**src/rtl/cfg_irq_unit_pkg.sv**
```systemverilog
package cfg_irq_unit_pkg;

    localparam int          DATA_W_DEF    = 32;
    localparam logic [31:0] IMPL_BITS_DEF = 32'hF8F7_F87F;
    localparam logic [31:0] ERR_BITS_DEF  = 32'h00F0_F860;

    localparam int BIT_INIT_FALL = 0;
    localparam int BIT_INIT_RISE = 1;
    localparam int BIT_DONE      = 2;

    localparam int ADDR_STATUS = 0;
    localparam int ADDR_MASK   = 1;

    typedef enum logic [1:0] {
        LN_UNKNOWN = 2'd0,
        LN_LOW     = 2'd1,
        LN_HIGH    = 2'd2
    } line_state_e;

endpackage

```
**src/rtl/cfg_line_tracker.sv**
```systemverilog
module cfg_line_tracker
    import cfg_irq_unit_pkg::*;
(
    input  logic clk,
    input  logic rst_n,
    input  logic line_i,
    output logic rise_o,
    output logic fall_o
);

    line_state_e state_q;
    line_state_e state_d;

    // next-state logic
    always_comb begin
        state_d = state_q;
        unique case (state_q)
            LN_UNKNOWN: state_d = line_i ? LN_HIGH : LN_LOW;
            LN_LOW:     if (line_i)  state_d = LN_HIGH;
            LN_HIGH:    if (!line_i) state_d = LN_LOW;
            default:    state_d = LN_UNKNOWN;
        endcase
    end

    // state register
    always_ff @(posedge clk) begin
        if (!rst_n) state_q <= LN_UNKNOWN;
        else        state_q <= state_d;
    end

    // outputs
    always_comb begin
        rise_o = 1'b0;
        fall_o = 1'b0;
        unique case (state_q)
            LN_UNKNOWN: ;
            LN_LOW:     rise_o = line_i;
            LN_HIGH:    fall_o = !line_i;
            default:    ;
        endcase
    end

    // never both edges at once
    p_edge_onehot_r6: assert property (@(posedge clk) disable iff (!rst_n)
        $onehot0({rise_o, fall_o}));

    // a rising report is followed by the high state, so no repeat
    p_no_repeat_rise_r6: assert property (@(posedge clk) disable iff (!rst_n)
        rise_o |=> !rise_o);

endmodule

```
**src/rtl/cfg_sticky_bank.sv**
```systemverilog
module cfg_sticky_bank #(
    parameter int              W    = 32,
    parameter logic [W-1:0]    IMPL = '1
) (
    input  logic         clk,
    input  logic         rst_n,
    input  logic [W-1:0] set_i,
    input  logic [W-1:0] clr_i,
    output logic [W-1:0] stat_o
);

    for (genvar i = 0; i < W; i++) begin : g_bit
        if (IMPL[i]) begin : g_impl
            logic bit_q;
            always_ff @(posedge clk) begin
                if (!rst_n)        bit_q <= 1'b0;
                else if (set_i[i]) bit_q <= 1'b1;   // set wins over clear
                else if (clr_i[i]) bit_q <= 1'b0;
            end
            assign stat_o[i] = bit_q;
        end else begin : g_none
            assign stat_o[i] = 1'b0;
        end
    end

    // a set bit stays set unless cleared
    p_sticky_r2: assert property (@(posedge clk) disable iff (!rst_n)
        1'b1 |=> ((stat_o & $past(stat_o & ~clr_i)) == $past(stat_o & ~clr_i)));

    // an implemented set always lands
    p_set_wins_r5: assert property (@(posedge clk) disable iff (!rst_n)
        1'b1 |=> ((stat_o & $past(set_i & IMPL)) == $past(set_i & IMPL)));

    // unimplemented positions stay zero
    p_unimpl_zero_r4: assert property (@(posedge clk) disable iff (!rst_n)
        (stat_o & ~IMPL) == '0);

endmodule

```
**src/rtl/cfg_mask_reg.sv**
```systemverilog
module cfg_mask_reg #(
    parameter int           W    = 32,
    parameter logic [W-1:0] IMPL = '1
) (
    input  logic         clk,
    input  logic         rst_n,
    input  logic         wr_i,
    input  logic [W-1:0] wdata_i,
    output logic [W-1:0] mask_o
);

    for (genvar i = 0; i < W; i++) begin : g_bit
        if (IMPL[i]) begin : g_impl
            logic bit_q;
            always_ff @(posedge clk) begin
                if (!rst_n)    bit_q <= 1'b1;
                else if (wr_i) bit_q <= wdata_i[i];
            end
            assign mask_o[i] = bit_q;
        end else begin : g_none
            assign mask_o[i] = 1'b0;
        end
    end

    // without a write the mask holds
    p_mask_hold_r9: assert property (@(posedge clk) disable iff (!rst_n)
        !wr_i |=> $stable(mask_o));

endmodule

```
**src/rtl/cfg_irq_combine.sv**
```systemverilog
module cfg_irq_combine #(
    parameter int           W   = 32,
    parameter logic [W-1:0] ERR = '0
) (
    input  logic         clk,
    input  logic         rst_n,
    input  logic [W-1:0] stat_i,
    input  logic [W-1:0] mask_i,
    output logic         irq_o,
    output logic         err_any_o
);

    logic irq_q;

    always_ff @(posedge clk) begin
        if (!rst_n) irq_q <= 1'b0;
        else        irq_q <= |(stat_i & ~mask_i);
    end

    assign irq_o     = irq_q;
    assign err_any_o = |(stat_i & ERR);

    // fully masked means no interrupt one edge later
    p_masked_quiet_r9: assert property (@(posedge clk) disable iff (!rst_n)
        (mask_i == '1 || stat_i == '0) |=> !irq_o);

    // summary implies some pending status
    p_err_pending_r10: assert property (@(posedge clk) disable iff (!rst_n)
        err_any_o |-> (stat_i != '0));

endmodule

```
**src/rtl/cfg_irq_unit.sv**
```systemverilog
module cfg_irq_unit
    import cfg_irq_unit_pkg::*;
#(
    parameter int                DATA_W    = DATA_W_DEF,
    parameter int                ADDR_W    = 2,
    parameter logic [DATA_W-1:0] IMPL_BITS = IMPL_BITS_DEF,
    parameter logic [DATA_W-1:0] ERR_BITS  = ERR_BITS_DEF
) (
    input  logic              clk,
    input  logic              rst_n,
    input  logic              reg_wr_en,
    input  logic              reg_rd_en,
    input  logic [ADDR_W-1:0] reg_addr,
    input  logic [DATA_W-1:0] reg_wdata,
    output logic [DATA_W-1:0] reg_rdata,
    input  logic [DATA_W-1:0] evt_i,
    input  logic              fab_init_i,
    input  logic              fab_done_i,
    output logic              irq_o,
    output logic              err_any_o
);

    localparam logic [ADDR_W-1:0] A_STAT = ADDR_W'(ADDR_STATUS);
    localparam logic [ADDR_W-1:0] A_MASK = ADDR_W'(ADDR_MASK);

    logic              init_rise;
    logic              init_fall;
    logic              wr_stat;
    logic              wr_mask;
    logic [DATA_W-1:0] set_vec;
    logic [DATA_W-1:0] clr_vec;
    logic [DATA_W-1:0] stat;
    logic [DATA_W-1:0] mask;
    logic [DATA_W-1:0] rdata_q;

    assign wr_stat = reg_wr_en && (reg_addr == A_STAT);
    assign wr_mask = reg_wr_en && (reg_addr == A_MASK);
    assign clr_vec = wr_stat ? reg_wdata : '0;

    always_comb begin
        set_vec                = evt_i;
        set_vec[BIT_INIT_FALL] = init_fall;
        set_vec[BIT_INIT_RISE] = init_rise;
        set_vec[BIT_DONE]      = fab_done_i;
    end

    cfg_line_tracker u_init (
        .clk    (clk),
        .rst_n  (rst_n),
        .line_i (fab_init_i),
        .rise_o (init_rise),
        .fall_o (init_fall)
    );

    cfg_sticky_bank #(.W(DATA_W), .IMPL(IMPL_BITS)) u_stat (
        .clk    (clk),
        .rst_n  (rst_n),
        .set_i  (set_vec),
        .clr_i  (clr_vec),
        .stat_o (stat)
    );

    cfg_mask_reg #(.W(DATA_W), .IMPL(IMPL_BITS)) u_mask (
        .clk     (clk),
        .rst_n   (rst_n),
        .wr_i    (wr_mask),
        .wdata_i (reg_wdata),
        .mask_o  (mask)
    );

    cfg_irq_combine #(.W(DATA_W), .ERR(ERR_BITS)) u_comb (
        .clk       (clk),
        .rst_n     (rst_n),
        .stat_i    (stat),
        .mask_i    (mask),
        .irq_o     (irq_o),
        .err_any_o (err_any_o)
    );

    always_ff @(posedge clk) begin
        if (!rst_n) begin
            rdata_q <= '0;
        end else if (reg_rd_en) begin
            if (reg_addr == A_STAT)      rdata_q <= stat;
            else if (reg_addr == A_MASK) rdata_q <= mask;
            else                         rdata_q <= '0;
        end
    end

    assign reg_rdata = rdata_q;

    // read data holds when no read is issued
    p_rdata_hold_r11: assert property (@(posedge clk) disable iff (!rst_n)
        !reg_rd_en |=> $stable(reg_rdata));

    // done high always leaves bit 2 set
    p_done_sets_r7: assert property (@(posedge clk) disable iff (!rst_n)
        fab_done_i |=> stat[BIT_DONE]);

endmodule

```
**config.mk**
```make
export PLATFORM = sky130hd
export DESIGN_NAME = cfg_irq_unit
export DESIGN_NICKNAME = d
export VERILOG_FILES = /design/src/rtl/cfg_irq_unit_pkg.sv /design/src/rtl/cfg_line_tracker.sv /design/src/rtl/cfg_sticky_bank.sv /design/src/rtl/cfg_mask_reg.sv /design/src/rtl/cfg_irq_combine.sv /design/src/rtl/cfg_irq_unit.sv
export SDC_FILE = /design/constraint.sdc
export NUM_CORES = 1
export LEC_CHECK = 0
export ABC_CLOCK_PERIOD_IN_PS = 1100
export CAP_MARGIN = 25
export CORE_MARGIN = 10
export CORE_UTILIZATION = 45
export CTS_CLUSTER_DIAMETER = 120
export CTS_CLUSTER_SIZE = 16
export DETAILED_ROUTE_END_ITERATION = 10
export PLACE_DENSITY = 0.77
export SETUP_SLACK_MARGIN = 0.02
export SYNTH_ARGS = -nofsm -noshare
export SYNTH_HDL_FRONTEND = slang
export SYNTH_SLANG_ARGS = --single-unit
```
**constraint.sdc**
```tcl
create_clock -name clk -period 1.1 [get_ports clk]
set_input_delay 0.165 -clock clk [delete_from_list [all_inputs] [get_ports clk]]
set_output_delay 0.165 -clock clk [all_outputs]
set_load 0.01 [all_outputs]
```
==> results of run 1 <==
[layer usage]
layer  vias to the layer above  track usage  part of all wire
met4                         0      0.07701             0.025
li1                       1493            -                 -
met2                       153       0.2963              0.48
met1                      1416       0.2142              0.40
met3                        17      0.03522             0.099
met5                         -            0                 0
[path summary, 6_finish.rpt]
path	from	endpoint	slack, ns	cells past startpoint
worst max-delay path	u_stat.g_bit[13].g_impl.bit_q$_SDFFE_PN0P_	err_any_o	-0.27	3
worst min-delay path	evt_i[16]	u_stat.g_bit[16].g_impl.bit_q$_SDFFE_PN0P_	0.39	3
worst max register to register	u_stat.g_bit[13].g_impl.bit_q$_SDFFE_PN0P_	u_comb.irq_o$_SDFF_PN0_	-0.15	5
worst min register to register	reg_rdata[29]$_SDFFE_PN0P_	reg_rdata[29]$_SDFFE_PN0P_	0.48	2
[final cells by class]
class	instances	area share
Multi-Input combinational cell	277	0.3230
Inverter	27	0.02345
Clock inverter	4	0.01074
Tap cell	96	0.02713
Clock buffer	12	0.03730
Sequential cell	75	0.3430
Timing Repair Buffer	110	0.2354
[cell families after synthesis]
group                  Yosys count
multiplexers                    24
other                            1
AO/OA/AOI/OAI                   63
buffers and inverters           58
AND/OR/NAND/NOR                182
flip-flops                      75
[power groups by stage]
| stage | Clock [mW] | Sequential, mW | Combinational (mW) |
|---|---|---|---|
| floorplan | 0 | 3.04 | 0.492 |
| global placement | 0 | 3.03 | 0.981 |
| finish | 2.21 | 2.99 | 1.04 |
| CTS | 2.23 | 2.98 | 1.01 |
| global route | 2.31 | 3.01 | 1.14 |
| detailed placement | 0 | 3.03 | 0.994 |
[through the flow]
stage	instance area [um2]	utilization	hold WS, ns
finish	4428	0.6518	0.3870
global route	4428	0.6518	0.4099
CTS	4425	0.6514	0.3782
detailed placement	4134	0.6085	0.4763
global placement	4134	0.6085	0.4690
floorplan	3163	-	0.2367
[state kept, by name, indices dropped and copies added, names as in the netlist]
name	cells
u_init.state_q	2
u_stat.g_bit.g_impl.bit_q	24
u_comb.irq_o	1
u_mask.g_bit.g_impl.bit_q	24
reg_rdata	24
[synthesized netlist by cell type, types with 2 or more instances]
master | number | area [um2]
a21oi_1 | 49 | 245.2
inv_1 | 25 | 93.84
a31oi_1 | 2 | 12.51
dfxtp_1 | 75 | 1501
o22ai_1 | 12 | 75.07
nand3_1 | 25 | 125.1
buf_6 | 3 | 33.78
buf_2 | 7 | 35.03
nand2_1 | 50 | 187.7
nor2_1 | 96 | 360.4
mux2i_1 | 24 | 240.2
clkbuf_1 | 7 | 26.28
buf_4 | 14 | 105.1
nor4_1 | 5 | 31.28
[worst max-delay path, stage by stage (launching register included)]
cell	delay, ns
dfxtp_2	0.33
nor4_2	0.24
nand3_1	0.12
buf_2	0.16
[layout by cell type (no fill, tap or decap), drive strengths merged]
master         netlist  layout
o22ai               12      12
nand3               25      25
clkdlybuf4s50        0      49
nand2               50      50
mux2i               24      24
clkinvlp             0       1
nand2b               1       1
and3                 1       1
clkinv               1       3
inv                 26      26
conb                 1       8
clkbuf               7      14
nor4                 5       5
and3b                1       1
a31oi                2       2
nor2                96      96
nor3                 1       1
bufbuf               0       1
bufinv               0       1
nand3b               1       1
clkdlybuf4s15        0       3
buf                 24      54
dfxtp               75      75
nor3b                1       1
dlygate4sd2          0       1
a21oi               49      49
[repair_timing]
| action | 4_1_cts | 5_1_grt |
|---|---|---|
| pin swaps | 7 | 5 |
| buffers inserted | 3 | 2 |
| hold buffers | 0 | 0 |
| gates cloned | 2 | 0 |
| resized for setup | 111 | 28 |
| endpoints found under the setup margin | 39 | 24 |
==> results by group, run 1 <==
Drt
  – Vias per cell: around 5
  – WL/cell: around 16 um
  – DRC viols: 0
  – 1st-pass router iterations: 5
  – Post-route ant nets: 0
  – Iteration-0 DRC Markers: between 200 and 250
  – Drt total wl: approximately 9500 um
  – Via count: between 3000 and 4000

Yosys
  – Avg Inst Size Synth: 7.784 um2
  – Yosys warnings: 0
  – Xor and xnor area share after synthesis: 0
  – Cell variety after synth: 23
  – Async S/R FF share, synth: 0
  – Synthesized flop and latch total: between 70 and 80
  – Mux contribution to synthesized area: 0.07659
  – Post-synthesis sequential area ratio: 0.4787
  – Number of synthesized flops with an enable pin: 0
  – Largest family of logic cells by synthesized area: simple AND/OR/NAND/NOR gates
  – Synth Area in Compound Gates: 0.1061
  – Post-Synth Adder-Cell Area: 0
  – Post-synthesis instance total: about 400
  – Synth Flop Type: dfxtp_1
  – Fraction of the mapped netlist area in simple logic gates: 0.2413
  – Synthesized cell area: 3137 um2

Placement
  – Dpl cells: between 500 and 600
  – Input/output buffers: between 70 and 80
  – Pre-CTS setup slack: -0.4066 ns
  – Routability cong.: ~0.83
  – HPWL Detailed: around 6400 um

Timing
  – Final setup fails: 2
  – Fmax: roughly 730 MHz
  – Fin worst setup slack: -0.2683 ns
  – Setup TNS: -0.4133 ns
  – Layout Skew: between 0.007 and 0.008 ns
  – Hold Vio Cnt, Final: 0
  – Final Cycle Share: 1.244
  – RSZ-0062 raised after global routing: true
  – Slew Viols, Final: 0
  – Final min period: about 1.4 ns

Pwr
  – Total power: 6.235 mW
  – P_leak: around 2.0 nW
  – Internal power: 4.644 mW
  – Switching share of power: 0.2551
  – Reg power frac: 0.480
  – Power density over the cells: roughly 1400 nW/um2
  – NetSw: about 1.6 mW
  – Comb power frac: 0.166
  – Clock Power Share: 0.354
  – Max VDD drop: 609.6 uV

Layout
  – Non-filler cells in the finished layout: about 600
  – Area of the multi-input gates: 1430 um2
  – ANT cells: 0
  – Final nets: ~570
  – Register area: about 1500 um2
  – Layout cell share with drive strength beyond 1: 0.2119
  – Fillers: a little under 600
  – Area grow syn2layout: 41.16%

Clock tree
  – Clock Latency Late Sink: 0.35 ns
  – Clk root buf: clkbuf_8
  – Sinks on Clock Net: between 70 and 80
  – CTS tree: built
  – Reg clk slew, reported paths: 0.08 ns
  – H-tree levels: 3
  – Clock Path Buffers: 2
  – Total CTS buffers: 9

Setup path
  – Crit-path max FO: 2
  – Crit path DAT: roughly 1.2 ns
  – Critical path startpoint category: register
  – CP endpoint kind: primary output
  – CP required: roughly 0.94 ns
  – CP Class: reg2out

Global routing
  – Grt ovf: 0
  – GRT Total Usage: 0.1766
  – Vias in the first global route: between 2000 and 3000
  – Largest net degree at the start of global routing: 28
  – First-pass GRT wire length: ~15000 um
  – Initial antenna violation count: 0

Die
  – Die W: roughly 100 um
  – Row count: 30
  – Starting density of the core: 0.4617
  – # IOs: between 100 and 150
  – Total core area: 6794 um2
  – Die Ht: 103.5 um
  – Die Area: between 10000 and 15000 um2

Run status
  – Failing checks: setup timing
  – Outcome: complete, but fails checks

Hold path
  – Hold Crit Class: in2reg

Job
  – Max cap viols: 0
Note: power is estimated with default switching activity, not from simulation.
==> run 2: changes to the inputs <==
- MAX_ROUTING_LAYER: unset -> met4
==> run 2 against run 1 <==
Register-to-register slack is essentially flat. Clock power about the same. Hold slack is essentially flat. Critical path type unchanged. Non-clock buffer count unchanged. The flow still finishes with violations (setup timing). Flip-flop and latch count is the same. Highest routed layer unchanged. Critical endpoint unchanged. Global-route usage is 0.48 points higher. Clock skew grew 0.0022 ns.
==> results by group, run 2 (same netlist as run 1, synthesis figures left out) <==
Global routing
  – Vias in the first global route: 2966 (was 2967)
  – First-pass GRT wire length: 14590 um (about the same)
  – GRT Total Usage: 0.1814 (was 0.1766)
  – Initial antenna violation count: 0 (unchanged)
  – Grt ovf: 0 (unchanged)
  – Largest net degree at the start of global routing: 28 (unchanged)

Pwr
  – Internal power: 4.644 mW (about the same)
  – Clock Power Share: 0.356 (was 0.354)
  – NetSw: 1.605 mW (was 1.590 mW)
  – Switching share of power: 0.2568 (was 0.2551)
  – Reg power frac: 0.479 (was 0.480)
  – P_leak: 2.043 nW (unchanged)
  – Comb power frac: 0.166 (about the same)
  – Power density over the cells: 1411 nW/um2 (was 1408 nW/um2)
  – Max VDD drop: 610.3 uV (was 609.6 uV)

Drt
  – Post-route ant nets: 0 (unchanged)
  – Drt total wl: 9475 um (was 9525 um)
  – DRC viols: 0 (unchanged)
  – WL/cell: 15.77 um (was 15.85 um)
  – 1st-pass router iterations: 5 (unchanged)
  – Via count: 3033 (was 3079)
  – Iteration-0 DRC Markers: 285 (was 246)
  – Vias per cell: 5.047 (was 5.123)

Setup path
  – Critical path startpoint category: register (unchanged)
  – CP delay by family, top: simple AND/OR/NAND/NOR gates (unchanged)
  – Slowest cell on crit path: dfxtp_2 (unchanged)
  – CP max stage delay: 0.33 ns (about the same)
  – CP required: 0.94 ns (about the same)
  – Crit path DAT: 1.22 ns (was 1.20 ns)
  – CP bufs+invs: 1 (unchanged)
  – CP Cell Sequence: nor4_2 > nand3_1 > buf_2 (unchanged)
  – CP Class: reg2out (unchanged)
  – CP endpoint kind: primary output (unchanged)
  – Crit-path max FO: 2 (unchanged)

Timing
  – Hold Vio Cnt, Final: 0 (unchanged)
  – Final setup fails: 2 (unchanged)
  – Layout Skew: 0.009781 ns (was 0.007589 ns)
  – Worst hold slack: 0.3869 ns (was 0.3870 ns)
  – RSZ-0062 raised after global routing: true (unchanged)
  – Setup TNS: -0.4306 ns (was -0.4133 ns)
  – Fmax: 720.7 MHz (was 730.9 MHz)
  – Final min period: 1.388 ns (was 1.368 ns)
  – Slew Viols, Final: 0 (unchanged)
  – Final Cycle Share: 1.261 (was 1.244)
  – Fin worst setup slack: -0.2876 ns (was -0.2683 ns)

Placement
  – HPWL Detailed: 6373 um (unchanged)
  – Dpl cells: 578 (unchanged)
  – Pre-CTS setup slack: -0.4066 ns (unchanged)
  – Area after DPL: 4134 um2 (unchanged)
  – Routability cong.: 0.8458 (was 0.8332)
  – Input/output buffers: 78 (unchanged)

Clock tree
  – H-tree levels: 3 (unchanged)
  – Clock Latency Late Sink: 0.35 ns (about the same)
  – Reg clk slew, reported paths: 0.08 ns (about the same)
  – Sinks on Clock Net: 75 (unchanged)
  – Clk root buf: clkbuf_8 (unchanged)
  – CTS tree: built (unchanged)
  – Total CTS buffers: 9 (unchanged)
  – Clock Path Buffers: 2 (unchanged)

Die
  – Total core area: 6794 um2 (unchanged)
  – Die Area: 10710 um2 (unchanged)
  – Die Ht: 103.5 um (unchanged)
  – Die W: 103.5 um (unchanged)
  – Starting density of the core: 0.4617 (unchanged)
  – Row count: 30 (unchanged)
  – # IOs: 106 (unchanged)

Layout
  – Non-filler cells in the finished layout: 601 (unchanged)
  – Final nets: 572 (unchanged)
  – Layout Cell Area excl Fill: 4428 um2 (unchanged)
  – Most frequent cells in the layout: 96 x nor2_1, 61 x dfxtp_1, 50 x nand2_1 (unchanged)
  – ANT cells: 0 (unchanged)
  – Commonest non-fill, non-tap cell in the layout: nor2_1 (unchanged)
  – Area grow syn2layout: 41.16% (unchanged)
  – Layout cell share with drive strength beyond 1: 0.2119 (unchanged)

Run status
  – Failing checks: setup timing (unchanged)
  – Outcome: complete, but fails checks (unchanged)

Hold path
  – Hold Crit Class: in2reg (unchanged)

Job
  – Max cap viols: 0 (unchanged)
run 2: cell counts in the layout (fill, tap and decap cells not counted):
Identical to the previous run, type by type.
run 2: metal layers:
metal  wire (um)  global-route usage  vias up
met3         802             0.02525       19
met4         213             0.07701        0
met2        4562              0.2963      146
li1            -                   -     1489
met1        3897              0.2198     1379
met5           0                   -        -
run 2: metrics by stage:
step / utilization / power (mW)
2_1_floorplan: - / 3.532
3_3_place_gp: 0.6085 / 4.009
3_5_place_dp: 0.6085 / 4.027
4_1_cts: 0.6514 / 6.223
5_1_grt: 0.6518 / 6.460
6_report: 0.6518 / 6.249
run 2: area by class of cell:
class / instances / area, um2
Clock buffer: 12 / 165.2
Multi-Input combinational cell: 277 / 1430
Fill cell: 581 / 2366
Sequential cell: 75 / 1519
Clock inverter: 4 / 47.55
Tap cell: 96 / 120.1
Timing Repair Buffer: 110 / 1042
Inverter: 27 / 103.9
run 2: power by group through the flow:
stage	clock, mW	combinational, mW	sequential [mW]
finish	2.22	1.03	2.99
detailed placement	0	0.994	3.03
floorplan	0	0.492	3.04
global route	2.31	1.14	3.01
CTS	2.23	1.01	2.98
global placement	0	0.981	3.03
run 2: tightest hold or removal path: stages:
cell and delay, ns:
clkdlybuf4s50_1 0.39, nor2_1 0.10, nor2_1 0.04
run 2: path summary, 6_finish.rpt:
check                                             start                                         end  slack, ns  cells after the start
max          u_stat.g_bit[13].g_impl.bit_q$_SDFFE_PN0P_                                   err_any_o      -0.29                      3
min                                           evt_i[29]  u_stat.g_bit[29].g_impl.bit_q$_SDFFE_PN0P_       0.39                      3
max reg2reg  u_stat.g_bit[13].g_impl.bit_q$_SDFFE_PN0P_                     u_comb.irq_o$_SDFF_PN0_      -0.14                      5
min reg2reg                  reg_rdata[29]$_SDFFE_PN0P_                  reg_rdata[29]$_SDFFE_PN0P_       0.48                      2
run 2: repair_timing:
action                     in CTS  in global routing
gates resized for setup       111                 28
setup buffers                   3                  2
gates cloned                    2                  0
pin swaps                       7                  5
setup endpoints to repair      39                 25
hold buffers                    0                  0
==> run 3: changes to the inputs <==
- CAP_MARGIN: 25 -> unset
==> results of run 3 <==
Final layout, timing and power as in run 2 (identical DEF).
